[src/rtl/sbr_pkg.sv]
package sbr_pkg;

    localparam int INSN_W  = 32;
    localparam int IMM_W   = 16;
    localparam int OPC_W   = 7;
    localparam int ENC_W   = 9;
    localparam int OPC_LSB = IMM_W;
    localparam int ENC_LSB = IMM_W + OPC_W;
    localparam int STEP    = 4;

    localparam logic [ENC_W-1:0] ENC_FLOW = 9'b101111110;

    localparam logic [OPC_W-1:0] OP_JUMP      = 7'd2;
    localparam logic [OPC_W-1:0] OP_SCALAR_LO = 7'd4;
    localparam logic [OPC_W-1:0] OP_SCALAR_HI = 7'd5;
    localparam logic [OPC_W-1:0] OP_VCOND_Z   = 7'd6;
    localparam logic [OPC_W-1:0] OP_VCOND_NZ  = 7'd7;
    localparam logic [OPC_W-1:0] OP_LANES_Z   = 7'd8;
    localparam logic [OPC_W-1:0] OP_LANES_NZ  = 7'd9;

    typedef enum logic [2:0] {
        CND_NONE,
        CND_ALWAYS,
        CND_SCALAR_LO,
        CND_SCALAR_HI,
        CND_VCOND_Z,
        CND_VCOND_NZ,
        CND_LANES_Z,
        CND_LANES_NZ
    } cond_e;

endpackage

[src/rtl/sbr_decode.sv]
module sbr_decode
    import sbr_pkg::*;
(
    input  logic [INSN_W-1:0] insn,
    output logic              legal,
    output cond_e             cond,
    output logic [IMM_W-1:0]  imm
);
    logic [OPC_W-1:0] opc;
    logic [ENC_W-1:0] enc;

    always_comb begin
        imm   = insn[IMM_W-1:0];
        opc   = insn[OPC_LSB +: OPC_W];
        enc   = insn[ENC_LSB +: ENC_W];
        legal = (enc == ENC_FLOW);
        unique case (opc)
            OP_JUMP:      cond = CND_ALWAYS;
            OP_SCALAR_LO: cond = CND_SCALAR_LO;
            OP_SCALAR_HI: cond = CND_SCALAR_HI;
            OP_VCOND_Z:   cond = CND_VCOND_Z;
            OP_VCOND_NZ:  cond = CND_VCOND_NZ;
            OP_LANES_Z:   cond = CND_LANES_Z;
            OP_LANES_NZ:  cond = CND_LANES_NZ;
            default:      cond = CND_NONE;
        endcase
    end
endmodule

[src/rtl/sbr_cond_eval.sv]
module sbr_cond_eval
    import sbr_pkg::*;
#(
    parameter int MASKW = 64
) (
    input  cond_e             cond,
    input  logic              scc,
    input  logic [MASKW-1:0]  vcc,
    input  logic [MASKW-1:0]  exec_mask,
    output logic              hit
);
    logic vcc_any;
    logic exec_any;

    always_comb begin
        vcc_any  = |vcc;
        exec_any = |exec_mask;
        unique case (cond)
            CND_ALWAYS:    hit = 1'b1;
            CND_SCALAR_LO: hit = !scc;
            CND_SCALAR_HI: hit = scc;
            CND_VCOND_Z:   hit = !vcc_any;
            CND_VCOND_NZ:  hit = vcc_any;
            CND_LANES_Z:   hit = !exec_any;
            CND_LANES_NZ:  hit = exec_any;
            default:       hit = 1'b0;
        endcase
    end
endmodule

[src/rtl/sbr_target.sv]
module sbr_target
    import sbr_pkg::*;
#(
    parameter int PCW = 48
) (
    input  logic [PCW-1:0]   pc,
    input  logic [IMM_W-1:0] imm,
    output logic [PCW-1:0]   seq_pc,
    output logic [PCW-1:0]   tgt_pc
);
    localparam int EXT_W = PCW - IMM_W;

    logic [PCW-1:0] imm_ext;

    always_comb begin
        imm_ext = {{EXT_W{imm[IMM_W-1]}}, imm};
        seq_pc  = pc + PCW'(STEP);
        tgt_pc  = seq_pc + imm_ext;
    end
endmodule

[src/rtl/sbr_nextpc.sv]
module sbr_nextpc
    import sbr_pkg::*;
#(
    parameter int PCW   = 48,
    parameter int MASKW = 64
) (
    input  logic              clk,
    input  logic              rst,
    input  logic [PCW-1:0]    start_addr,
    input  logic              insn_valid,
    input  logic [INSN_W-1:0] insn,
    input  logic              scc,
    input  logic [MASKW-1:0]  vcc,
    input  logic [MASKW-1:0]  exec_mask,
    output logic [PCW-1:0]    pc_q,
    output logic [PCW-1:0]    next_pc,
    output logic              taken,
    output logic              illegal
);
    logic             legal;
    cond_e            cond;
    logic [IMM_W-1:0] imm;
    logic             hit;
    logic [PCW-1:0]   seq_pc;
    logic [PCW-1:0]   tgt_pc;

    sbr_decode u_dec (
        .insn  (insn),
        .legal (legal),
        .cond  (cond),
        .imm   (imm)
    );

    sbr_cond_eval #(.MASKW(MASKW)) u_cond (
        .cond      (cond),
        .scc       (scc),
        .vcc       (vcc),
        .exec_mask (exec_mask),
        .hit       (hit)
    );

    sbr_target #(.PCW(PCW)) u_tgt (
        .pc     (pc_q),
        .imm    (imm),
        .seq_pc (seq_pc),
        .tgt_pc (tgt_pc)
    );

    always_comb begin
        next_pc = pc_q;
        taken   = 1'b0;
        illegal = 1'b0;
        if (insn_valid) begin
            if (!legal) begin
                illegal = 1'b1;
                next_pc = seq_pc;
            end else begin
                taken   = hit;
                next_pc = hit ? tgt_pc : seq_pc;
            end
        end
    end

    always_ff @(posedge clk) begin
        if (rst) begin
            pc_q <= start_addr;
        end else if (insn_valid) begin
            pc_q <= next_pc;
        end
    end
endmodule

[config.mk]
export PLATFORM = sky130hd
export DESIGN_NAME = sbr_nextpc
export DESIGN_NICKNAME = d
export VERILOG_FILES = /design/src/rtl/sbr_pkg.sv /design/src/rtl/sbr_decode.sv /design/src/rtl/sbr_cond_eval.sv /design/src/rtl/sbr_target.sv /design/src/rtl/sbr_nextpc.sv
export SDC_FILE = /design/constraint.sdc
export NUM_CORES = 1
export LEC_CHECK = 0
export ABC_CLOCK_PERIOD_IN_PS = 5250
export BUFFER_PORTS_ARGS = -buffer_cell sky130_fd_sc_hd__clkbuf_2
export CAP_MARGIN = 20
export CORE_MARGIN = 3
export CORE_UTILIZATION = 52
export CTS_BUF_LIST = sky130_fd_sc_hd__clkbuf_16
export CTS_CLUSTER_DIAMETER = 40
export DETAILED_ROUTE_END_ITERATION = 7
export PLACE_DENSITY = 0.84
export SYNTH_ARGS = -nofsm -noshare
export SYNTH_HDL_FRONTEND = slang
export SYNTH_SLANG_ARGS = --single-unit
[constraint.sdc]
create_clock -name clk -period 5.25 [get_ports clk]
set_input_delay 0.525 -clock clk [delete_from_list [all_inputs] [get_ports clk]]
set_output_delay 0.525 -clock clk [all_outputs]
set_load 0.1 [all_outputs]
==> summary.txt <==
Run status
  – Status: finished, final reports clean

Detailed routing
  – Initial DRC count: 1,275
  – Avg WL per Cell: 21.4 µm
  – DRC viols: 0
  – Vias/cell: 6.55
  – Antenna-violating nets left: 0
  – Total wire length after detailed routing: 34,700 µm
  – Vias: 10,600
  – DR pass1 iterations: 7

Synth
  – Top-count cell post-synth: nand2_1
  – Mean Syn Cell Area: 7.60 µm²
  – Synth warn: 0
  – Synth Register Bits: 48
  – Commonest cells in the netlist: nand2_1, a21oi_1, nor2_1, o21ai_0, ha_1
  – Register area share after synthesis: 17.7%
  – FFs w/ async S/R, synth: 0%
  – Synthesized area: 8160 µm²
  – Post-synth top flop: edfxtp_1
  – Top cell type's share of synthesized area: 17.7%
  – Synth area leaders: edfxtp_1, ha_1, nand2_1, a21oi_1, mux2_2
  – Unique masters post-synth: 80
  – Post-synth EDFFs: 48
  – Mapped Cells: 1,073
  – Post-synth top area cell: edfxtp_1
  – Synthesized Nets: 1,351

Clocking
  – Worst-skew pair later-pin latency: 0.32 ns
  – Htree depth: 2
  – Worst-case clock buffer depth: 2
  – Total CTS buffers: 5
  – Clock sink count: 48
  – Reg clk slew, reported paths: 0.07 ns
  – Clk root buf: clkbuf_16
  – CTS tree: yes

Placed design
  – Gpl congestion: 1.01
  – Cells after DPL: 1,584
  – IO Port Bufs: 309
  – DP Wirelength: 27,500 µm

Floorplanning
  – Initial Utilization: 53.4%
  – Core area: 15,300 µm²
  – Die H: 131 µm
  – Std cell rows: 45
  – Ports: 310
  – DIE WIDTH: 131 µm
  – Die area: 17,200 µm²

Layout
  – Fin util: 73.2%
  – Largest register FFs: 48
  – Total Nets Final: 1,687
  – Filler cell count: 1,163
  – Share of layout cells above drive strength 1: 36.7%
  – Area growth from synthesis to layout: 37.0%
  – Fin cells: 1,621
  – Reg with most FFs: pc_q
  – Biggest regs: pc_q (48)
  – Ant diodes: 0

Power
  – Maximum vdd drop: 0.257 mV
  – Final Total Pwr: 2.79 mW
  – Leak pwr: 4.89 nW
  – Power Density: 250 nW/µm²

Timing
  – Hold Slack: 0.494 ns
  – Final Hold Vio Count: 0
  – Min cycle time layout: 5.23 ns
  – Period utilization: 99.6%
  – RSZ-0062 raised after global routing: yes
  – Worst slew margin: 37.4%
  – Slew at the pin closest to its max-slew limit: 0.939 ns
  – Final setup vio count: 0
  – Clock Skew: 0.0116 ns
  – F_max: 0.191 GHz
  – Slew Viols, Final: 0

Setup path
  – CP startpoint kind: flop
  – Critical-path top delay cell: or4_1
  – Worst-path fanout max: 9
  – CP arrival: 4.70 ns
  – CP cell instances: and3_4, and4_2, nand3_4, nand3b_1, nor2_2, xnor2_1, ha_2, nand2_1, or3_1, or3_1, o221a_2, or4_1, nand3_2, a21oi_4, buf_12
  – Most frequent CP cell: or3_1
  – CP peak stage delay: 0.53 ns
  – Crit Path Class: reg2out
  – CP endpoint kind: output pin
  – CP required: 4.72 ns

GRT
  – Total grt overflow: 0
  – Total GRT Usage: 37.1%
  – Largest net degree at the start of global routing: 47
  – Initial antenna violation count: 0
  – First-pass GRT wire length: 52,000 µm
  – Vias in the first global route: 9,857

Min path
  – Worst min path class: in2reg

Job
  – Max-cap violation count: 0
## metal layers
metal	part of all wire [%]	global-route usage, %
met5	0	0
met4	4.2	13.0
met3	11	6.74
met2	45	61.0
met1	39	49.2
## through the flow
stage / setup TNS [ns] / cell area, µm² / worst slack [ns]
2_1_floorplan: -5.71 / 8560 / -0.790
3_3_place_gp: 0 / 10600 / 0.289
3_5_place_dp: 0 / 10600 / 0.103
4_1_cts: -0.0294 / 10800 / -0.0294
5_1_grt: -0.383 / 11200 / -0.0793
6_report: 0 / 11200 / 0.0235
## final cells by class
class / instances / area (µm²) / share of cell area [%]
Inverter: 22 / 82.6 / 0.739
Tap cell: 211 / 264 / 2.36
Multi-Input combinational cell: 955 / 7010 / 62.8
Clock inverter: 3 / 21.3 / 0.190
Timing Repair Buffer: 377 / 2220 / 19.9
Clock buffer: 5 / 125 / 1.12
Sequential cell: 48 / 1440 / 12.9
## report_power, final
part / total (mW) / internal (mW) / switching, mW
Sequential: 0.539 / 0.476 / 0.0626
Combinational: 1.89 / 0.571 / 1.32
Clock: 0.358 / 0.180 / 0.178
Total: 2.79 / 1.23 / 1.56
## logic make-up (layout without fill, tap and decap cells)
logic type	after synthesis	in the layout	share of synthesized area (%)
buffers and inverters	70	407	3.54
AOI/OAI and AO/OA	304	304	24.3
DFF	48	48	17.7
adders and majority gates	66	66	10.2
xor gates and xnor gates	69	69	7.41
and+or+nand+nor	465	465	30.1
muxes	51	51	6.80
## layout by cell type, fill, tap and decap left out, drive strengths merged, types with 5 or more instances in the layout
cell    Yosys  routed
clkbuf     36     295
nand2     112     112
buf        12      87
a21oi      81      81
nor2       80      80
o21ai      77      77
ha         65      65
nor4       53      53
edfxtp     48      48
and3       37      37
nand4      36      36
xor2       36      36
mux2       35      35
nand3      33      33
xnor2      33      33
nor3       27      27
inv        21      24
a21o       23      23
nand2b     17      17
mux2i      16      16
a31oi      14      14
nor2b      12      12
o21a       12      12
a221o      10      10
o21bai     10      10
and2       10      10
or3         7       7
o211ai      7       7
a22oi       7       7
or4         7       7
nand3b      6       6
nand4b      6       6
a22o        6       6
or2         6       6
a211o       5       5
a21boi      5       5
and4        5       5
a211oi      5       5
o311ai      5       5
o31ai       5       5
## worst paths after layout
path,start,to,slack [ns],depth (start not counted)
hold reg to reg,pc_q[0],pc_q[0],0.77,3
setup reg to reg,pc_q[3],pc_q[42],0.68,16
hold / removal,start_addr[4],pc_q[4],0.49,3
setup / recovery,pc_q[17],next_pc[44],0.02,15
## critical path: cells and delay by family (launching register included)
| family | cells | cell delay [ns] |
|---|---|---|
| and+or+nand+nor | 10 | 2.82 |
| DFF | 1 | 0.45 |
| adders and majority gates | 1 | 0.42 |
| AOI/OAI and AO/OA | 2 | 0.38 |
| buffers and inverters | 1 | 0.20 |
| xor gates and xnor gates | 1 | 0.11 |
## timing repair
| item | CTS | global route |
|---|---|---|
| resized for setup | 6 | 50 |
| pin swaps | 1 | 13 |
| endpoints found under the setup margin | 12 | 23 |
| buffers inserted | 3 | 26 |
| hold buffers | 0 | 0 |
(Power assumes the default switching activity.)
